$ cat src/rtl/exc_entry_pkg.sv
package exc_entry_pkg;

    localparam int unsigned XLEN = 32;

    // Bit positions are given in big-endian numbering and converted to LSB index.
    function automatic int unsigned be_bit(input int unsigned n);
        return XLEN - 1 - n;
    endfunction

    localparam int unsigned MSR_ILE = be_bit(15);
    localparam int unsigned MSR_EE  = be_bit(16);
    localparam int unsigned MSR_ME  = be_bit(19);
    localparam int unsigned MSR_IP  = be_bit(25);
    localparam int unsigned MSR_CE  = be_bit(29);
    localparam int unsigned MSR_RI  = be_bit(30);
    localparam int unsigned MSR_LE  = be_bit(31);

    // Save/restore word 1 keeps the low half (big-endian bits 16..31).
    localparam int unsigned SRR1_KEEP = XLEN / 2;

    typedef enum logic [2:0] {
        CLS_NONE = 3'd0,
        CLS_INT  = 3'd1,
        CLS_FP   = 3'd2,
        CLS_LSM  = 3'd3,
        CLS_LRSC = 3'd4
    } mem_cls_e;

    typedef struct packed {
        logic [XLEN-1:0] msr;
        logic [XLEN-1:0] srr0;
        logic [XLEN-1:0] srr1;
        logic [XLEN-1:0] vec;
        logic            taken;
        logic            cause_align;
    } entry_state_t;

endpackage

$ cat src/rtl/exc_align_chk.sv
module exc_align_chk
    import exc_entry_pkg::*;
#(
    parameter int unsigned ALIGN_BYTES = 4
) (
    input  logic            valid_i,
    input  logic [2:0]      cls_i,
    input  logic [XLEN-1:0] ea_i,
    output logic            fault_o
);
    localparam int unsigned LOW_BITS = $clog2(ALIGN_BYTES);

    logic checked_cls;
    logic misaligned;

    always_comb begin
        unique case (mem_cls_e'(cls_i))
            CLS_FP, CLS_LSM, CLS_LRSC: checked_cls = 1'b1;
            default:                   checked_cls = 1'b0;
        endcase
    end

    assign misaligned = |ea_i[LOW_BITS-1:0];
    assign fault_o    = valid_i & checked_cls & misaligned;

endmodule

$ cat src/rtl/exc_msr_xform.sv
module exc_msr_xform
    import exc_entry_pkg::*;
(
    input  logic [XLEN-1:0] msr_i,
    input  logic            cmp_en_i,
    input  logic            cmp_exc_i,
    output logic [XLEN-1:0] msr_new_o,
    output logic [XLEN-1:0] srr1_new_o
);
    // Per-bit rewrite of the machine state word.
    for (genvar b = 0; b < XLEN; b++) begin : g_msr_bit
        if (b == MSR_IP || b == MSR_ME) begin : g_keep
            assign msr_new_o[b] = msr_i[b];
        end else if (b == MSR_LE) begin : g_le
            assign msr_new_o[b] = msr_i[MSR_ILE];
        end else if (b == MSR_CE) begin : g_ce
            assign msr_new_o[b] = cmp_en_i & cmp_exc_i;
        end else begin : g_clr
            assign msr_new_o[b] = 1'b0;
        end
    end

    // Saved status: upper half cleared, lower half copied (RI included).
    for (genvar b = 0; b < XLEN; b++) begin : g_srr1_bit
        if (b < SRR1_KEEP) begin : g_copy
            assign srr1_new_o[b] = msr_i[b];
        end else begin : g_zero
            assign srr1_new_o[b] = 1'b0;
        end
    end

endmodule

$ cat src/rtl/exc_vec_gen.sv
module exc_vec_gen
    import exc_entry_pkg::*;
#(
    parameter logic [XLEN-1:0] HI_BASE   = 32'hFFF0_0000,
    parameter logic [XLEN-1:0] OFF_EXT   = 32'h0000_0500,
    parameter logic [XLEN-1:0] OFF_ALIGN = 32'h0000_0600
) (
    input  logic            ip_i,
    input  logic            is_align_i,
    output logic [XLEN-1:0] vec_o
);
    logic [XLEN-1:0] base;
    logic [XLEN-1:0] offset;

    assign base   = ip_i ? HI_BASE : '0;
    assign offset = is_align_i ? OFF_ALIGN : OFF_EXT;
    assign vec_o  = base + offset;

endmodule

$ cat src/rtl/exc_entry_seq.sv
module exc_entry_seq
    import exc_entry_pkg::*;
#(
    parameter int unsigned     ALIGN_BYTES = 4,
    parameter logic [31:0]     HI_BASE     = 32'hFFF0_0000,
    parameter logic [31:0]     OFF_EXT     = 32'h0000_0500,
    parameter logic [31:0]     OFF_ALIGN   = 32'h0000_0600
) (
    input  logic        clk_i,
    input  logic        rst_ni,
    input  logic        irq_req_i,
    input  logic        mem_valid_i,
    input  logic [2:0]  mem_cls_i,
    input  logic [31:0] mem_ea_i,
    input  logic [31:0] cur_pc_i,
    input  logic [31:0] next_pc_i,
    input  logic [31:0] msr_i,
    input  logic        cfg_cmp_en_i,
    input  logic        cfg_cmp_exc_i,
    output logic        mem_fault_o,
    output logic        taken_o,
    output logic        cause_align_o,
    output logic [31:0] vec_o,
    output logic [31:0] srr0_o,
    output logic [31:0] srr1_o,
    output logic [31:0] msr_o
);
    entry_state_t    st_d, st_q;
    logic            fault;
    logic            irq_ok;
    logic [XLEN-1:0] msr_new;
    logic [XLEN-1:0] srr1_new;
    logic [XLEN-1:0] vec_new;

    exc_align_chk #(.ALIGN_BYTES(ALIGN_BYTES)) u_align (
        .valid_i (mem_valid_i),
        .cls_i   (mem_cls_i),
        .ea_i    (mem_ea_i),
        .fault_o (fault)
    );

    exc_msr_xform u_xform (
        .msr_i      (msr_i),
        .cmp_en_i   (cfg_cmp_en_i),
        .cmp_exc_i  (cfg_cmp_exc_i),
        .msr_new_o  (msr_new),
        .srr1_new_o (srr1_new)
    );

    exc_vec_gen #(
        .HI_BASE   (HI_BASE),
        .OFF_EXT   (OFF_EXT),
        .OFF_ALIGN (OFF_ALIGN)
    ) u_vec (
        .ip_i       (msr_i[MSR_IP]),
        .is_align_i (fault),
        .vec_o      (vec_new)
    );

    assign irq_ok = irq_req_i & msr_i[MSR_EE];

    always_comb begin
        st_d       = st_q;
        st_d.taken = 1'b0;
        if (fault || irq_ok) begin
            st_d.taken       = 1'b1;
            st_d.cause_align = fault;
            st_d.srr0        = fault ? cur_pc_i : next_pc_i;
            st_d.srr1        = srr1_new;
            st_d.msr         = msr_new;
            st_d.vec         = vec_new;
        end
    end

    always_ff @(posedge clk_i or negedge rst_ni) begin
        if (!rst_ni) begin
            st_q <= '0;
        end else begin
            st_q <= st_d;
        end
    end

    assign mem_fault_o   = fault;
    assign taken_o       = st_q.taken;
    assign cause_align_o = st_q.cause_align;
    assign vec_o         = st_q.vec;
    assign srr0_o        = st_q.srr0;
    assign srr1_o        = st_q.srr1;
    assign msr_o         = st_q.msr;

endmodule

$ cat config.mk
export PLATFORM = sky130hd
export DESIGN_NAME = exc_entry_seq
export DESIGN_NICKNAME = d
export VERILOG_FILES = /design/src/rtl/exc_entry_pkg.sv /design/src/rtl/exc_align_chk.sv /design/src/rtl/exc_msr_xform.sv /design/src/rtl/exc_vec_gen.sv /design/src/rtl/exc_entry_seq.sv
export SDC_FILE = /design/constraint.sdc
export NUM_CORES = 1
export LEC_CHECK = 0
export BUFFER_PORTS_ARGS = -buffer_cell sky130_fd_sc_hd__buf_2
export CORE_AREA = 2 2 104 106
export DETAILED_ROUTE_END_ITERATION = 6
export DIE_AREA = 0 0 106 108
export GPL_TIMING_DRIVEN = 0
export PLACE_DENSITY = 0.71
export SETUP_SLACK_MARGIN = 0.5
export SLEW_MARGIN = 20
export SYNTH_ARGS = -nofsm -noshare
export SYNTH_HDL_FRONTEND = slang
export SYNTH_SLANG_ARGS = --single-unit
$ cat constraint.sdc
create_clock -name clk_i -period 3.1 [get_ports clk_i]
set_clock_uncertainty 0.2 [all_clocks]
set_input_delay 0.465 -clock clk_i [delete_from_list [all_inputs] [get_ports clk_i]]
set_output_delay 0.465 -clock clk_i [all_outputs]
set_load 0.01 [all_outputs]
==> metrics.log, run 1 <==
INFO  metric worst-endpoint-arrival = between 1.5 and 2 ns
INFO  metric grt_overflow = 0
INFO  metric globalplace.congestion = a little under 0.7
INFO  metric final_period_minus_worst_setup_slack = 2.39 ns
INFO  metric fp.dieArea = between 10000 and 15000 sq um
INFO  metric worstSetupStartpointType = input port
INFO  metric yosysSeqAreaShare = ~47%
INFO  metric floorplan.core_area = between 10000 and 15000 sq um
INFO  metric clock_tree.buffer_depth = 2
INFO  metric synthesis.area_per_instance = 10.6 sq um
INFO  metric n_antenna_cell = 0
INFO  metric clock_insertion_delay_worst_skew = roughly 0.30 ns
INFO  metric drt-pass1-iter-count = 4
INFO  metric sequentialPowerShare = 46.1%
INFO  metric post_cts_hold_buffer_count = 0
INFO  metric ys_top_cells_by_area = sky130_fd_sc_hd__dfrtp_1, sky130_fd_sc_hd__buf_4, sky130_fd_sc_hd__mux2i_1
INFO  metric first_pass_grt_wire_length = roughly 10000 um
INFO  metric ys_dominant_reg_cell = sky130_fd_sc_hd__dfrtp_1
INFO  metric unrepaired_setup_endpoints_after_global_routing = no
INFO  metric yosysWarningCount = 0
INFO  metric maximum_number_of_pins_on_one_net_before_global_route_repair = 55
INFO  metric top_usage_layer = met2
INFO  metric post_route_cells_drive_above_1_share = between 50% and 60%
INFO  metric timing.slew.headroom = a little under half
INFO  metric grt_pass1_vias = 2206
INFO  metric cts_root_buf = sky130_fd_sc_hd__clkbuf_8
INFO  metric met1_routing_resource_usage_after_global_routing = a little over an eighth
INFO  metric critPathMaxStageDelay = ~0.38 ns
INFO  metric clk_pin_slew_worst_paths = approximately 0.1 ns
INFO  metric p_sw_share = a little under a third
INFO  metric total_leakage_power = around 0.0024 uW
INFO  metric drv_cap = 0
INFO  metric drv_slew = 0
INFO  metric route.vias.total = around 2400
INFO  metric synth.ff_latch_count = 54
INFO  metric yosys.area.top_type = sky130_fd_sc_hd__dfrtp_1
INFO  metric area.growth.synth_to_final = 45.6%
INFO  metric pwr_density_cell = 462 nW/um^2
INFO  metric fraction_of_registers_with_async_set_or_reset_after_synthesis = 100%
INFO  metric p_int = ~1300 uW
INFO  metric cp-end-kind = output port
INFO  metric pwr-share-clk = between 20% and 30%
INFO  metric whs = -0.0132 ns
INFO  metric post_drt_via_cell_ratio = about 3.8
INFO  metric run_status = finished with violations
INFO  metric initial_utilization = 28.0%
INFO  metric worst_pin_slew = about 0.81 ns
INFO  metric tritoncts = done
INFO  metric critical_path.top_delay_family = buffers and inverters
INFO  metric power.share.combinational = a little under a third
INFO  metric chipHeight = between 100 and 150 um
INFO  metric cts.htree.levels = 2
INFO  metric floorplan.io_pins = about 270
INFO  metric final_hold_violating_endpoints = 16
INFO  metric fmax = between 400 and 500 MHz
INFO  metric period_share = between 70% and 80%
INFO  metric worst_voltage_drop_across_the_vdd_grid = ~0.00018 V
INFO  metric clock-sinks = between 50 and 60
INFO  metric route.antenna.remaining_nets = 0
INFO  metric timing.critical_path.fanout_max = 10
INFO  metric wirelength = 6990 um
INFO  metric drt-wirelength-per-cell = 11.0 um
INFO  metric pre_cts_slack = 0.474 ns
INFO  metric yosys.cell_count.top_type = sky130_fd_sc_hd__buf_4
INFO  metric design.final.nets = 636
INFO  metric global_route.usage.met3 = under 10%
INFO  metric cpMostUsedCell = sky130_fd_sc_hd__buf_2
INFO  metric globalRouteTotalUtil = between 10% and 20%
INFO  metric critical_path_required = about 2.4 ns
INFO  metric initial_antenna_violation_count = 0
INFO  metric failed_checks = negative hold slack
INFO  metric ctsResizeCount = 1
INFO  metric globalRouteMet2Util = a little over a fifth
INFO  metric post_synth_edffs = 0
INFO  metric post_cts_buffers = 0
INFO  metric crit_buf_inv = 3
INFO  metric number_of_cells_produced_by_synthesis = between 200 and 300
INFO  metric post_synth_most_frequent_cells = sky130_fd_sc_hd__buf_4, sky130_fd_sc_hd__dfrtp_1, sky130_fd_sc_hd__nand2_1
INFO  metric crit_slowest_cell = sky130_fd_sc_hd__or3b_1
INFO  metric timing_worst_setup_path_type = input port to output port
INFO  metric first_iter_violations = 67
INFO  metric residual_drc = 0
INFO  metric row_count = 37
INFO  metric min-delay-path-class = input port to async pin
INFO  metric yosys_top_cell_area_share = 47.2%
INFO  metric synth_cell_types = 20
INFO  metric total_switching_power = around 600 uW
INFO  metric postLayoutSetupSlackWorst = just over 0.7 ns
INFO  metric worstPathCellList = buf_2 -> or3b_1 -> a21oi_2 -> clkbuf_2 -> buf_2
INFO  metric io_port_bufs = 161
INFO  metric mappedNetlistArea = ~2900 sq um
INFO  metric fin_tns_setup = 0 ns
INFO  metric hpwl = about 5600 um
INFO  metric finalSetupViolations = 0
INFO  metric chipWidth = about 110 um
INFO  metric cts-buffers-inserted = 5
-- routing by layer --
| layer | wire length [um] | part of all wire [%] |
|---|---|---|
| met5 | 0 | 0 |
| met4 | 66 | 0.94 |
| met3 | 706 | 10 |
| met2 | 3380 | 48 |
| met1 | 2830 | 41 |
-- cell type report --
type / count / area [sq um]
buffer: 88 / 634
clock buffer: 6 / 82.6
clock inverter: 2 / 16.3
fill: 986 / 6070
inverter: 2 / 7.51
multi-input combinational: 187 / 1090
sequential: 54 / 1350
tap: 136 / 170
timing repair buffer: 161 / 808
-- flip-flops by register name, indices dropped and copies added (netlist names) --
signal	flops
srr0_o	32
vec_o	3
taken_o	1
msr_o	2
srr1_o	16
-- final timing paths --
check | startpoint | end | slack (ns) | cells after the start
max | mem_cls_i[0] | mem_fault_o | 0.71 | 5
min | rst_ni | srr1_o[13]$_DFFE_PN0P_ | -0.01 | 1
max in group asynchronous | rst_ni | srr0_o[4]$_DFFE_PN0P_ | 2.27 | 1
max reg2reg | srr1_o[6]$_DFFE_PN0P_ | srr1_o[6]$_DFFE_PN0P_ | 1.91 | 1
min in group clk_i | cur_pc_i[30] | srr0_o[30]$_DFFE_PN0P_ | 0.15 | 3
min reg2reg | vec_o[10]$_DFFE_PN0P_ | vec_o[10]$_DFFE_PN0P_ | 0.27 | 1
-- power groups by stage --
| stage | sequential [uW] | clock [uW] | combinational (uW) |
|---|---|---|---|
| 6_report | 888 | 428 | 609 |
| 3_3_place_gp | 896 | 0 | 606 |
| 2_1_floorplan | 956 | 0 | 295 |
| 3_5_place_dp | 901 | 0 | 616 |
| 4_1_cts | 889 | 450 | 615 |
| 5_1_grt | 905 | 475 | 667 |
-- cell families (layout without fill, tap and decap cells) --
kind of cell    count (synthesis)  count (layout)  share of synthesized area, %
buf+inv                        90             259                          22.4
flops                          54              54                          47.2
mux                            49              49                          17.8
simple gates                   39              39                          5.55
compound gates                 38              38                          6.86
other cells                     1              61                         0.131
-- placed cells by master, fill, tap and decap left out --
master                         n
sky130_fd_sc_hd__clkinvlp_4    1
sky130_fd_sc_hd__buf_6         2
sky130_fd_sc_hd__clkbuf_1      4
sky130_fd_sc_hd__a21o_1        1
sky130_fd_sc_hd__clkbuf_8      6
sky130_fd_sc_hd__nand2_1      34
sky130_fd_sc_hd__or3b_1        1
sky130_fd_sc_hd__clkbuf_2      1
sky130_fd_sc_hd__nor2_1        1
sky130_fd_sc_hd__mux2_1       16
sky130_fd_sc_hd__a21oi_1       1
sky130_fd_sc_hd__or2_1         1
sky130_fd_sc_hd__buf_4        77
sky130_fd_sc_hd__dfrtp_1      54
sky130_fd_sc_hd__nand2b_1      2
sky130_fd_sc_hd__a21oi_2       1
sky130_fd_sc_hd__o21ai_0      25
sky130_fd_sc_hd__buf_1         3
sky130_fd_sc_hd__buf_2       162
sky130_fd_sc_hd__inv_6         1
sky130_fd_sc_hd__mux2i_1      33
sky130_fd_sc_hd__o21ai_1      10
sky130_fd_sc_hd__inv_1         2
sky130_fd_sc_hd__conb_1       61
-- through the flow --
| step | area [sq um] | instances | total power, uW | hold slack, ns | utilization, % |
|---|---|---|---|---|---|
| detailed placement | 4070 | 628 | 1520 | 0.245 | 39.7 |
| finish | 4170 | 636 | 1920 | -0.0132 | 40.7 |
| global placement | 4060 | 628 | 1500 | 0.242 | 39.7 |
| global route | 4170 | 636 | 2050 | 0.0306 | 40.7 |
| CTS | 4170 | 636 | 1950 | 0.00334 | 40.7 |
| floorplan | 3090 | 331 | 1250 | -0.0306 | - |
Power figures use the tool's default switching activity.
==> inputs of run 2 (changes only) <==
CORE_AREA = 2 2 102 104   (was 2 2 104 106)
DIE_AREA = 0 0 104 106   (was 0 0 106 108)
PLACE_DENSITY = 0.74   (was 0.71)
clock period = 2.3 ns   (was 3.1 ns; I/O delays follow)
==> run 2 against run 1 <==
  * The flow now finishes without violations
  * Hold slack better by 0.047 ns
  * Die area shrank 3.7%
  * Sequential share of layout area shrank 1.8 points
  * Total power up 49%
  * Core utilization rose by 3.4 points
  * Routed wire length is 6.0% higher
  * Clock power up 79%
  * Largest cell class unchanged
  * Largest power group unchanged
==> metrics.log, run 2 (synthesis gave the netlist of run 1 again) <==
INFO  metric residual_drc = 0
INFO  metric row_count = 37
INFO  metric placed_cells = 628
INFO  metric timing.slew.headroom = 50.4%
INFO  metric finalSetupViolations = 0
INFO  metric tritoncts = done
INFO  metric chipWidth = between 100 and 150 um
INFO  metric worstSetupStartpointType = input port
INFO  metric cp-end-kind = flip-flop
INFO  metric drv_cap = 0
INFO  metric worst_voltage_drop_across_the_vdd_grid = between 0.0002 and 0.0003 V
INFO  metric worstHoldPathCells = 3
INFO  metric io_port_bufs = between 150 and 200
INFO  metric clock_tree.buffer_depth = 2
INFO  metric pwr_density_cell = 649 nW/um^2
INFO  metric number_of_flip_flops_under_the_largest_register_name = 32
INFO  metric cts_root_buf = sky130_fd_sc_hd__clkbuf_8
INFO  metric clk_pin_slew_worst_paths = approximately 0.1 ns
INFO  metric area.growth.synth_to_final = 54.0%
INFO  metric wirelength = ~7400 um
INFO  metric hpwl = just under 6000 um
INFO  metric floorplan.core_area = 10000 sq um
INFO  metric clock_insertion_delay_worst_skew = about 0.30 ns
INFO  metric fp.dieArea = about 11000 sq um
INFO  metric route.antenna.remaining_nets = 0
INFO  metric period_share = between 80% and 90%
INFO  metric design.final.nets = about 650
INFO  metric grt_overflow = 0
INFO  metric fin_util = between 40 and 50%
INFO  metric drv_slew = 0
INFO  metric drt-pass1-iter-count = 4
INFO  metric fmax = between 500 and 600 MHz
INFO  metric drt-wirelength-per-cell = ~11 um
INFO  metric first_pass_grt_wire_length = between 10000 and 15000 um
INFO  metric min-delay-path-class = input port to flip-flop
INFO  metric post_drt_via_cell_ratio = roughly 3.9
INFO  metric cts-buffers-inserted = 5
INFO  metric most_used_cells_in_the_layout_excluding_fill_and_tap_cells = sky130_fd_sc_hd__buf_2, sky130_fd_sc_hd__buf_4, sky130_fd_sc_hd__conb_1, sky130_fd_sc_hd__dfrtp_1, sky130_fd_sc_hd__nand2_1
INFO  metric globalplace.congestion = 0.710
INFO  metric timing.critical_path.fanout_max = 4
INFO  metric floorplan.io_pins = between 200 and 300
INFO  metric instances_no_fill = ~650
INFO  metric r2r_cells = 1
INFO  metric first_iter_violations = 109
INFO  metric n_antenna_cell = 0
INFO  metric mostFrequentLayoutCell = sky130_fd_sc_hd__buf_2
INFO  metric initial_utilization = ~29%
INFO  metric timing_worst_setup_path_type = input port to flip-flop
INFO  metric worst-endpoint-arrival = approximately 1.8 ns
INFO  metric post_route_cells_drive_above_1_share = 54.8%
INFO  metric cts.htree.levels = 2
INFO  metric run_status = completed
INFO  metric initial_antenna_violation_count = 0
INFO  metric finalPower = between 2000 and 3000 uW
INFO  metric total_leakage_power = 0.00256 uW
INFO  metric globalRouteTotalUtil = between 10% and 20%
INFO  metric maximum_number_of_pins_on_one_net_before_global_route_repair = 55
INFO  metric final_hold_violating_endpoints = 0
INFO  metric worst_pin_slew = 0.745 ns
INFO  metric unrepaired_setup_endpoints_after_global_routing = yes
INFO  metric clock-sinks = 54
INFO  metric critical_path_required = 2.29 ns
INFO  metric final_period_minus_worst_setup_slack = about 1.9 ns
INFO  metric chipHeight = between 100 and 150 um
INFO  metric grt_pass1_vias = between 2000 and 2500
INFO  metric route.vias.total = around 2500
## run 2: changes by cell type in the layout (fill, tap and decap cells not counted), sizes merged
cell,delta
buf,+7
bufinv,+2
clkbuf,+1
clkinvlp,-1
dlygate4sd3,+1
inv,-1
## run 2: area by class of cell
cell class | count | area, sq um
fill | 986 | 5590
sequential | 54 | 1350
multi-input combinational | 187 | 1160
timing repair buffer | 170 | 911
buffer | 88 | 663
tap | 136 | 170
clock buffer | 6 | 82.6
clock inverter | 2 | 60.1
inverter | 2 | 7.51
## run 2: critical path: stages
cell	delay, ns
sky130_fd_sc_hd__buf_6	0.09
sky130_fd_sc_hd__or3b_4	0.40
sky130_fd_sc_hd__a21oi_4	0.18
sky130_fd_sc_hd__buf_6	0.13
sky130_fd_sc_hd__nand2b_4	0.11
sky130_fd_sc_hd__buf_6	0.13
sky130_fd_sc_hd__buf_4	0.13
sky130_fd_sc_hd__mux2_1	0.32
## run 2: through the flow
step	hold WS, ns	setup WS [ns]	setup TNS (ns)	area, sq um
floorplan	-0.151	0.309	0	3090
global placement	0.242	-0.0422	-0.283	4060
detailed placement	0.234	-0.0292	-0.150	4070
CTS	0.0194	0.440	0	4300
global route	0.0238	0.421	0	4410
finish	0.0334	0.445	0	4410
## run 2: per-layer routing
metal  wire [um]  global-route usage [%]
met4         133                    3.19
met2        3640                    23.0
met3         665                    4.05
met5           0                       0
met1        2960                    14.9
## run 2: final timing paths
check,end,from,slack [ns]
max,srr1_o[7]$_DFFE_PN0P_,mem_cls_i[1],0.45
min,srr0_o[10]$_DFFE_PN0P_,cur_pc_i[10],0.03
max reg2reg,srr1_o[6]$_DFFE_PN0P_,srr1_o[6]$_DFFE_PN0P_,1.13
min reg2reg,vec_o[10]$_DFFE_PN0P_,vec_o[10]$_DFFE_PN0P_,0.28
max in group asynchronous,srr0_o[2]$_DFFE_PN0P_,rst_ni,1.02
min in group asynchronous,srr1_o[9]$_DFFE_PN0P_,rst_ni,0.42
## run 2: timing repair
item | in CTS | in global routing
pin swaps | 1 | 2
endpoints found under the hold margin | 54 | 0
hold buffers | 1 | 0
buffers inserted | 6 | 2
resized for setup | 9 | 26
endpoints found under the setup margin | 29 | 56
## run 2: where the power goes
part | total (uW) | internal [uW] | switching (uW)
Sequential | 1200 | 1110 | 91.9
Combinational | 896 | 478 | 418
Clock | 767 | 464 | 303
Total | 2860 | 2050 | 813
